$ cat config.mk
export PLATFORM = sky130hd
export DESIGN_NAME = fpcmp_top
export DESIGN_NICKNAME = d
export VERILOG_FILES = /design/src/rtl/fpcmp_pkg.sv /design/src/rtl/fpcmp_ctrl.sv /design/src/rtl/fpcmp_datapath.sv /design/src/rtl/fpcmp_top.sv
export SDC_FILE = /design/constraint.sdc
export NUM_CORES = 1
export LEC_CHECK = 0
export ABC_CLOCK_PERIOD_IN_PS = 800
export BUFFER_PORTS_ARGS = -buffer_cell sky130_fd_sc_hd__buf_2
export CAP_MARGIN = 15
export CORE_MARGIN = 2
export CORE_UTILIZATION = 51
export DETAILED_ROUTE_END_ITERATION = 8
export PLACE_DENSITY = 0.83
export SLEW_MARGIN = 30
export SYNTH_ARGS = -nofsm -noshare
export SYNTH_HDL_FRONTEND = slang
export SYNTH_HIERARCHICAL = 1
export SYNTH_SLANG_ARGS = --single-unit
$ cat constraint.sdc
create_clock -name clk -period 0.8 [get_ports clk]
set_input_delay 0.04 -clock clk [delete_from_list [all_inputs] [get_ports clk]]
set_output_delay 0.04 -clock clk [all_outputs]
set_load 0.1 [all_outputs]
$ cat src/rtl/fpcmp_pkg.sv
package fpcmp_pkg;

  // strobes from control to datapath
  typedef struct packed {
    logic capture;
  } ctrl_strobe_t;

  // per-operand classification
  typedef struct packed {
    logic isNan;
    logic isSignal;
    logic sign;
  } op_class_t;

  // condition codes, {N,Z,C,V}
  localparam logic [3:0] FLAG_LT = 4'b1000;
  localparam logic [3:0] FLAG_EQ = 4'b0110;
  localparam logic [3:0] FLAG_GT = 4'b0010;
  localparam logic [3:0] FLAG_UN = 4'b0011;
  localparam logic [3:0] FLAG_RST = 4'b0000;

endpackage

$ cat src/rtl/fpcmp_ctrl.sv
module fpcmp_ctrl
  import fpcmp_pkg::*;
(
  input  logic         clk,
  input  logic         rstN,
  input  logic         start,
  output ctrl_strobe_t strobes,
  output logic         done
);

  logic doneQ;

  always_comb begin
    strobes = '0;
    strobes.capture = start;
  end

  always_ff @(posedge clk or negedge rstN) begin
    if (!rstN) doneQ <= 1'b0;
    else       doneQ <= start;
  end

  assign done = doneQ;

  // a request produces done in the next cycle
  a_r2_done_after_start: assert property (@(posedge clk) disable iff (!rstN)
    start |=> done);

  // no done without a request
  a_r2_no_spurious_done: assert property (@(posedge clk) disable iff (!rstN)
    !start |=> !done);

endmodule

$ cat src/rtl/fpcmp_datapath.sv
module fpcmp_datapath
  import fpcmp_pkg::*;
#(
  parameter int EXP_W  = 11,
  parameter int FRAC_W = 52
) (
  input  logic                clk,
  input  logic                rstN,
  input  ctrl_strobe_t        strobes,
  input  logic [EXP_W+FRAC_W:0] opA,
  input  logic [EXP_W+FRAC_W:0] opB,
  input  logic                quietSignals,
  input  logic                useZero,
  output logic [3:0]          nzcv,
  output logic                invalid
);

  localparam int DATA_W  = EXP_W + FRAC_W + 1;
  localparam int SIGN_B  = DATA_W - 1;
  localparam int EXP_HI  = DATA_W - 2;
  localparam int QUIET_B = FRAC_W - 1;
  localparam int N_OPS   = 2;

  logic [DATA_W-1:0] opSel [N_OPS];
  op_class_t         opCls [N_OPS];
  logic [N_OPS-1:0]  nanVec;
  logic [N_OPS-1:0]  raiseVec;

  assign opSel[0] = opA;
  assign opSel[1] = useZero ? '0 : opB;

  genvar gi;
  generate
    for (gi = 0; gi < N_OPS; gi++) begin : g_cls
      logic expAllOnes;
      logic fracNonZero;
      assign expAllOnes  = &opSel[gi][EXP_HI -: EXP_W];
      assign fracNonZero = |opSel[gi][FRAC_W-1:0];
      assign opCls[gi].isNan    = expAllOnes & fracNonZero;
      assign opCls[gi].isSignal = ~opSel[gi][QUIET_B];
      assign opCls[gi].sign     = opSel[gi][SIGN_B];
      assign nanVec[gi]   = opCls[gi].isNan;
      assign raiseVec[gi] = opCls[gi].isNan & (opCls[gi].isSignal | quietSignals);
    end
  endgenerate

  logic             unordered;
  logic             bothZero;
  logic             sameBits;
  logic             rawLess;
  logic [DATA_W-2:0] magOr;
  logic [3:0]       nzcvNext;
  logic             invalidNext;

  assign unordered = |nanVec;
  assign magOr     = opSel[0][DATA_W-2:0] | opSel[1][DATA_W-2:0];
  assign bothZero  = ~|magOr;
  assign sameBits  = (opSel[0] == opSel[1]);
  assign rawLess   = (opSel[0] < opSel[1]);

  always_comb begin
    if (unordered)                          nzcvNext = FLAG_UN;
    else if (sameBits || bothZero)          nzcvNext = FLAG_EQ;
    else if (opCls[0].sign != opCls[1].sign) nzcvNext = opCls[0].sign ? FLAG_LT : FLAG_GT;
    else if (opCls[0].sign ? !rawLess : rawLess) nzcvNext = FLAG_LT;
    else                                    nzcvNext = FLAG_GT;
  end

  assign invalidNext = |raiseVec;

  always_ff @(posedge clk or negedge rstN) begin
    if (!rstN) begin
      nzcv    <= FLAG_RST;
      invalid <= 1'b0;
    end else if (strobes.capture) begin
      nzcv    <= nzcvNext;
      invalid <= invalidNext;
    end
  end

  // result registers hold without a capture
  a_r3_hold_flags: assert property (@(posedge clk) disable iff (!rstN)
    !strobes.capture |=> $stable(nzcv) && $stable(invalid));

  // a NaN operand leads to the unordered code
  a_r9_unordered_code: assert property (@(posedge clk) disable iff (!rstN)
    strobes.capture && unordered |=> nzcv == FLAG_UN);

  // ordered outcomes never flag invalid
  a_r13_ordered_valid: assert property (@(posedge clk) disable iff (!rstN)
    strobes.capture && !unordered |=> !invalid);

  // captured codes are one of the four legal encodings
  a_r4_legal_code: assert property (@(posedge clk) disable iff (!rstN)
    strobes.capture |=> (nzcv == FLAG_LT) || (nzcv == FLAG_EQ) ||
                        (nzcv == FLAG_GT) || (nzcv == FLAG_UN));

endmodule

$ cat src/rtl/fpcmp_top.sv
module fpcmp_top
  import fpcmp_pkg::*;
#(
  parameter int EXP_W  = 11,
  parameter int FRAC_W = 52
) (
  input  logic                  clk,
  input  logic                  rstN,
  input  logic                  start,
  input  logic [EXP_W+FRAC_W:0] opA,
  input  logic [EXP_W+FRAC_W:0] opB,
  input  logic                  quietSignals,
  input  logic                  useZero,
  output logic                  done,
  output logic [3:0]            nzcv,
  output logic                  invalid
);

  ctrl_strobe_t strobes;

  fpcmp_ctrl ctrl_i (
    .clk     (clk),
    .rstN    (rstN),
    .start   (start),
    .strobes (strobes),
    .done    (done)
  );

  fpcmp_datapath #(
    .EXP_W  (EXP_W),
    .FRAC_W (FRAC_W)
  ) dp_i (
    .clk          (clk),
    .rstN         (rstN),
    .strobes      (strobes),
    .opA          (opA),
    .opB          (opB),
    .quietSignals (quietSignals),
    .useZero      (useZero),
    .nzcv         (nzcv),
    .invalid      (invalid)
  );

  // done only while out of reset and never with a pending stale code
  a_r1_reset_quiet: assert property (@(posedge clk) disable iff (!rstN)
    done |-> $past(rstN));

endmodule

==> out/summary.json, run 1 <==
{
  "die_x": {"value": 87.7, "unit": "µm"},
  "die_h": {"value": 87.7, "unit": "µm"},
  "place_hpwl": {"value": 12300, "unit": "µm"},
  "async_flop_share": {"value": 1.00},
  "timing.worst_endpoint.kind": {"value": "sequential cell input"},
  "htreeDepth": {"value": 1},
  "distinct_cell_type_count_of_the_synthesized_netlist": {"value": 37},
  "place_congestion": {"value": 0.971},
  "fp-row-count": {"value": 30},
  "firstError": {"value": "[ERROR GRT-0232] Routing congestion too high. Check the congestion heatmap in the GUI."},
  "overflow": {"value": 47},
  "grt_max_degree": {"value": 20},
  "clock_tree.buffer_depth": {"value": 2},
  "initial_utilization": {"value": 0.526},
  "root_buffer": {"value": "clkbuf_8"},
  "synth.cell_area": {"value": 3570, "unit": "µm²"},
  "syn_area_per_cell": {"value": 7.65, "unit": "µm²"},
  "synth_ff_type": {"value": "dfrtp_1"},
  "port_buffers": {"value": 138},
  "postPlaceCellArea": {"value": 5520, "unit": "µm²"},
  "ios": {"value": 139},
  "timing.grt.repair.worst_endpoint": {"value": "dp_i/nzcv[3]$_DFFE_PN0P_/D"},
  "global_route_usage_over_all_layers": {"value": 0.715},
  "numCtsBuffers": {"value": 3},
  "clock-sinks": {"value": 6},
  "synthesis.nets": {"value": 727},
  "synth_edf_count": {"value": 0},
  "synth_sequential_area_ratio": {"value": 0.0420},
  "last-stage-reached": {"value": "global routing (5_1_grt)"},
  "flip_flop_and_latch_count_after_synthesis": {"value": 6},
  "ys_warn_count": {"value": 6},
  "status": {"value": "aborted with a tool error"},
  "postSynthCellCount": {"value": 467}
}
synthesized netlist by cell type (5+ instances only):
library cell,count,area share
nor2b_1,9,0.016
nand3_1,5,0.0070
nand2b_1,63,0.11
o21ai_0,7,0.0098
ha_1,127,0.44
nor4_1,42,0.074
nand2_1,6,0.0063
dfrtp_1,6,0.042
inv_1,87,0.091
nand4_1,27,0.047
o31ai_1,5,0.011
nor2_1,16,0.017
nand3b_1,5,0.011
clkbuf_1,7,0.0074
a21oi_1,24,0.034
stage by stage:
stage                     setup slack, ns  hold WS (ns)  TNS (ns)  utilization  cells
after CTS                           -1.49        0.0772     -5.94        0.902    840
after detailed placement            -1.97        -0.133     -8.03        0.813    828
after global placement              -1.81        -0.138     -7.33        0.813    828
after floorplan                     -1.59        -0.256     -5.29            -    467
per-layer routing:
layer | overflow | track usage
met3 | 3 | 0.473
met2 | 25 | 0.953
met5 | 0 | 0.175
met1 | 0 | 0.678
met4 | 19 | 0.797
kinds of logic after synthesis:
family / synth area share
AO/OA/AOI/OAI: 0.104
adder cells (fa/ha/maj): 0.445
buffers and inverters: 0.101
flip-flops: 0.0420
AND/OR/NAND/NOR: 0.308
timing repair:
item / 4_1_cts
hold buffers: 1
setup buffers: 6
gates resized for setup: 74
setup endpoints to repair: 11
cloned: 1
hold endpoints to repair: 6
pin swaps: 36
==> run 2: changes to the inputs <==
Settings changed: CORE_UTILIZATION 51 to 40, PLACE_DENSITY 0.83 to unset, PLACE_DENSITY_LB_ADDON set to 0.15.
==> run 2 against run 1 <==
  * The flow now finishes, with violations (setup timing)
  * Synthesized cell count is the same
  * Area after synthesis unchanged
==> out/summary.json, run 2 <==
{
  "synth.area.mux_share": {"value": 0},
  "postSynthCellCount": {"value": 467},
  "synth_edf_count": {"value": 0},
  "worstSetupEndpointType": {"value": "register"},
  "detailedRoute.firstIterationViolations": {"value": 189},
  "synth_compound_area_frac": {"value": 0.104},
  "overflow": {"value": 0},
  "port_buffers": {"value": 138},
  "clock-sinks": {"value": 6},
  "final_core_occ": {"value": 0.771},
  "max_clock_freq": {"value": 423, "unit": "MHz"},
  "number_of_flip_flops_under_the_largest_register_name": {"value": 4},
  "post_drt_via_cell_ratio": {"value": 5.23},
  "root_buffer": {"value": "clkbuf_8"},
  "numCtsBuffers": {"value": 3},
  "hold_path_class": {"value": "primary input to register"},
  "clkTransAtPathRegs": {"value": 0.04, "unit": "ns"},
  "place_congestion": {"value": 0.994},
  "ys_warn_count": {"value": 6},
  "critical_path_peak_fanout": {"value": 17},
  "floorplan.core_area": {"value": 8680, "unit": "µm²"},
  "drc": {"value": 0},
  "detailedRoute.firstPassIterationCount": {"value": 5},
  "layout.cells.most_common": {"value": "buf_4"},
  "worst-slew-pin-transition": {"value": 0.419, "unit": "ns"},
  "routed_wire_length_per_instance": {"value": 17.8, "unit": "µm"},
  "timing.critical_path.from_type": {"value": "primary input"},
  "antenna_diode_instance_count": {"value": 0},
  "hold_viol": {"value": 0},
  "drt-total-wl": {"value": 15300, "unit": "µm"},
  "max_stage_delay": {"value": 0.51, "unit": "ns"},
  "distinct_cell_type_count_of_the_synthesized_netlist": {"value": 37},
  "cells_along_the_critical_path": {"value": "buf_16 > buf_8 > nand2b_1 > ha_1 > inv_1 > a21oi_2 > a21oi_2 > a2111oi_4 > a31oi_4 > or4_4 > a32o_2"},
  "async_flop_share": {"value": 1.00},
  "worst-endpoint-arrival": {"value": 2.47, "unit": "ns"},
  "global_route_wire_length_before_repair": {"value": 23700, "unit": "µm"},
  "ios": {"value": 139},
  "synth.cell_area": {"value": 3570, "unit": "µm²"},
  "synthesis.nets": {"value": 727},
  "max-slew-margin-rel": {"value": 0.718},
  "final.setup_skew": {"value": 0, "unit": "ns"},
  "final_worst_path_period_need": {"value": 2.36, "unit": "ns"},
  "place_hpwl": {"value": 12100, "unit": "µm"},
  "clock_tree.buffer_depth": {"value": 2},
  "fin_setup_tns": {"value": -6.02, "unit": "ns"},
  "worst_slack": {"value": -1.56, "unit": "ns"},
  "drive_above_1_share": {"value": 0.525},
  "synth_ff_type": {"value": "dfrtp_1"},
  "synth_xor_area_frac": {"value": 0},
  "flip_flop_and_latch_count_after_synthesis": {"value": 6},
  "mostFrequentLayoutCells": {"value": "buf_4, buf_2, ha_1"},
  "fin_crit_sh": {"value": 2.95},
  "synth_top_family_by_area": {"value": "adder cells"},
  "synth_sequential_area_ratio": {"value": 0.0420},
  "timing.critical_path.slowest_stage_cell": {"value": "or4_4"},
  "status": {"value": "finished with violations"},
  "cpMostUsedCell": {"value": "a21oi_2"},
  "most_area_consuming_cells_after_synthesis": {"value": "ha_1, nand2b_1, inv_1"},
  "timing.setup.critical_path_class": {"value": "primary input to register"},
  "drv.max_cap_violation_count": {"value": 0},
  "yosys.area.top_type": {"value": "ha_1"},
  "antenna_left": {"value": 0},
  "required_worst_endpoint": {"value": 0.91, "unit": "ns"},
  "peak_supply_drop": {"value": 0.511, "unit": "mV"},
  "antenna_found_initial": {"value": 0},
  "syn_to_final_growth": {"value": 87.4, "unit": "%"},
  "via_count": {"value": 4489},
  "synth_simple_gate_area_frac": {"value": 0.308},
  "final-setup-viol-count": {"value": 11},
  "failing_checks": {"value": "setup timing"},
  "synth.most_common_cell": {"value": "ha_1"},
  "pwr_dens": {"value": 624, "unit": "nW/µm²"},
  "global_route_usage_over_all_layers": {"value": 0.307},
  "grt_max_degree": {"value": 18},
  "htreeDepth": {"value": 1},
  "grt_setup_unrepaired": {"value": "yes"},
  "syn_area_per_cell": {"value": 7.65, "unit": "µm²"},
  "synth_fa_ha_area_frac": {"value": 0.445},
  "die_h": {"value": 98.5, "unit": "µm"},
  "die_x": {"value": 98.5, "unit": "µm"},
  "synth_top_area_share": {"value": 0.445},
  "tritoncts_clock_tree": {"value": "yes"},
  "final-max-slew-violation-count": {"value": 0},
  "worst_skew_pair.late_latency": {"value": 0.23, "unit": "ns"},
  "design.final.nets": {"value": 1012},
  "number_of_global_route_vias_before_repair": {"value": 4744},
  "netlist_top_cells_count": {"value": "ha_1, inv_1, nand2b_1, nor4_1, nand4_1"},
  "initial_utilization": {"value": 0.411},
  "leakagePower": {"value": 3.36, "unit": "nW"},
  "nFillCells": {"value": 614},
  "fp-row-count": {"value": 34},
  "most_flop_heavy_register": {"value": "dp_i/nzcv"},
  "die_area": {"value": 9700, "unit": "µm²"}
}
==> run 2: cell counts after synthesis <==
Identical to the previous run, type by type.
==> run 2: cells by family (layout without fill, tap and decap cells) <==
| family | Yosys count | after routing |
|---|---|---|
| adders and majority gates | 127 | 127 |
| DFF | 6 | 6 |
| and+or+nand+nor | 181 | 181 |
| AOI/OAI and AO/OA | 58 | 58 |
| buffers and inverters | 95 | 379 |
==> run 2: critical path, delay by kind of cell <==
kind / cells / cell delay [ns]
AOI/OAI and AO/OA: 5 / 1.10
adders and majority gates: 1 / 0.31
buffers and inverters: 3 / 0.33
and+or+nand+nor: 2 / 0.67
==> run 2: report_power, final <==
| part | switching, mW | total (mW) | internal (mW) | leakage (nW) |
|---|---|---|---|---|
| clock network | 0.151 | 0.496 | 0.345 | 0.0228 |
| logic | 1.63 | 3.32 | 1.69 | 3.27 |
| registers | 0.0256 | 0.357 | 0.331 | 0.0679 |
| total | 1.81 | 4.17 | 2.37 | 3.36 |
==> run 2: per-layer routing <==
| layer | GRT usage | routed length [µm] | up-vias |
|---|---|---|---|
| li1 | - | - | 2200 |
| met1 | 0.377 | 6170 | 2093 |
| met2 | 0.567 | 7840 | 165 |
| met3 | 0.0298 | 892 | 31 |
| met4 | 0.0864 | 406 | 0 |
| met5 | 0 | 0 | - |
==> run 2: path summary, 6_finish.rpt <==
path / slack (ns) / endpoint / startpoint / depth (start not counted)
worst max-delay path: -1.56 / dp_i/nzcv[3] / useZero / 11
worst min-delay path: 0.07 / ctrl_i/done / start / 2
worst max register to register: 0.03 / dp_i/nzcv[3] / dp_i/nzcv[3] / 1
worst min register to register: 0.51 / dp_i/nzcv[0] / dp_i/nzcv[0] / 1
max in group asynchronous: 0.45 / dp_i/nzcv[2] / rstN / 2
min in group asynchronous: 0.18 / ctrl_i/done / rstN / 2
==> run 2: cell type report <==
| class | instances | area, µm² | share of cell area |
|---|---|---|---|
| Timing Repair Buffer | 288 | 2080 | 0.311 |
| Tap cell | 108 | 135 | 0.0202 |
| Clock buffer | 4 | 45.0 | 0.00673 |
| Inverter | 87 | 327 | 0.0488 |
| Multi-Input combinational cell | 366 | 3950 | 0.590 |
| Sequential cell | 6 | 156 | 0.0234 |
==> run 2: what timing repair did <==
item                                    in CTS  in global routing
hold buffers                                 1                  0
setup buffers                                6                  7
hold endpoints to repair                     6                  0
endpoints found under the setup margin      11                 11
cloned                                       4                  0
pin swaps                                   41                 29
gates resized for setup                     95                 35
==> run 2: stage by stage <==
stage | worst slack [ns] | std cells | area (µm²) | power (mW) | hold WS (ns)
floorplan | -1.59 | 467 | 3670 | 1.49 | -0.256
global placement | -1.88 | 839 | 5560 | 2.90 | -0.131
detailed placement | -1.92 | 839 | 5560 | 2.95 | -0.124
CTS | -1.41 | 853 | 6410 | 3.98 | 0.0668
global route | -1.61 | 859 | 6690 | 4.47 | 0.0716
finish | -1.56 | 859 | 6690 | 4.17 | 0.0703
Note: power is estimated with default switching activity, not from simulation.
==> run 3: changes to the inputs <==
Settings changed: CORE_UTILIZATION 40 to 51.
==> run 3 against run 2 <==
  * The flow now stops in global routing (5_1_grt)
  * Synthesized cell count stayed put
  * Area after synthesis stayed put
==> out/summary.json, run 3 <==
{
  "ys_warn_count": {"value": 6},
  "netlist_top_cells_count": {"value": "ha_1, inv_1, nand2b_1, nor4_1, nand4_1"},
  "port_buffers": {"value": 138},
  "root_buffer": {"value": "clkbuf_8"},
  "htreeDepth": {"value": 1},
  "timing.grt.repair.worst_endpoint": {"value": "dp_i/nzcv[3]$_DFFE_PN0P_/D"},
  "synth_top_area_share": {"value": 0.445},
  "postSynthCellCount": {"value": 467},
  "fp-row-count": {"value": 30},
  "place_congestion": {"value": 0.978},
  "die_x": {"value": 87.7, "unit": "µm"},
  "initial_utilization": {"value": 0.526},
  "grt_max_degree": {"value": 18},
  "timing.worst_endpoint.kind": {"value": "sequential cell input"},
  "firstError": {"value": "[ERROR GRT-0232] Routing congestion too high. Check the congestion heatmap in the GUI."},
  "async_flop_share": {"value": 1.00},
  "place_hpwl": {"value": 11800, "unit": "µm"},
  "last-stage-reached": {"value": "global routing (5_1_grt)"},
  "clock-sinks": {"value": 6},
  "ios": {"value": 139},
  "global_route_usage_over_all_layers": {"value": 1.01},
  "die_h": {"value": 87.7, "unit": "µm"},
  "synth.cell_area": {"value": 3570, "unit": "µm²"},
  "postPlaceCellArea": {"value": 5560, "unit": "µm²"},
  "yosys.area.top_type": {"value": "ha_1"},
  "most_area_consuming_cells_after_synthesis": {"value": "ha_1, nand2b_1, inv_1"},
  "overflow": {"value": 936},
  "distinct_cell_type_count_of_the_synthesized_netlist": {"value": 37},
  "status": {"value": "aborted with a tool error"},
  "clock_tree.buffer_depth": {"value": 2},
  "syn_area_per_cell": {"value": 7.65, "unit": "µm²"},
  "synth.most_common_cell": {"value": "ha_1"},
  "synth_ff_type": {"value": "dfrtp_1"},
  "synth_sequential_area_ratio": {"value": 0.0420},
  "flip_flop_and_latch_count_after_synthesis": {"value": 6},
  "synthesis.nets": {"value": 727},
  "numCtsBuffers": {"value": 3},
  "synth_edf_count": {"value": 0}
}
[run 3: cell counts after synthesis]
No cell type changed its count.
[run 3: repair_timing]
item	CTS
endpoints found under the hold margin	6
gates cloned	4
hold buffers	1
resized for setup	100
pin swaps	41
endpoints found under the setup margin	11
setup buffers	8
[run 3: cells by family after synthesis]
logic type	after synthesis	share of synthesized area
AO/OA/AOI/OAI	58	0.104
adder cells (fa/ha/maj)	127	0.445
AND/OR/NAND/NOR	181	0.308
flip-flops	6	0.0420
buffers and inverters	95	0.101
[run 3: per-layer routing]
layer / track usage / overflow
met5: 0.188 / 0
met4: 1.23 / 202
met3: 0.630 / 2
met2: 1.48 / 729
met1: 0.833 / 3
[run 3: per-stage QoR]
stage / worst slack [ns] / utilization / cells
2_1_floorplan: -1.59 / - / 467
3_3_place_gp: -1.90 / 0.818 / 831
3_5_place_dp: -1.99 / 0.818 / 831
4_1_cts: -1.47 / 0.951 / 848
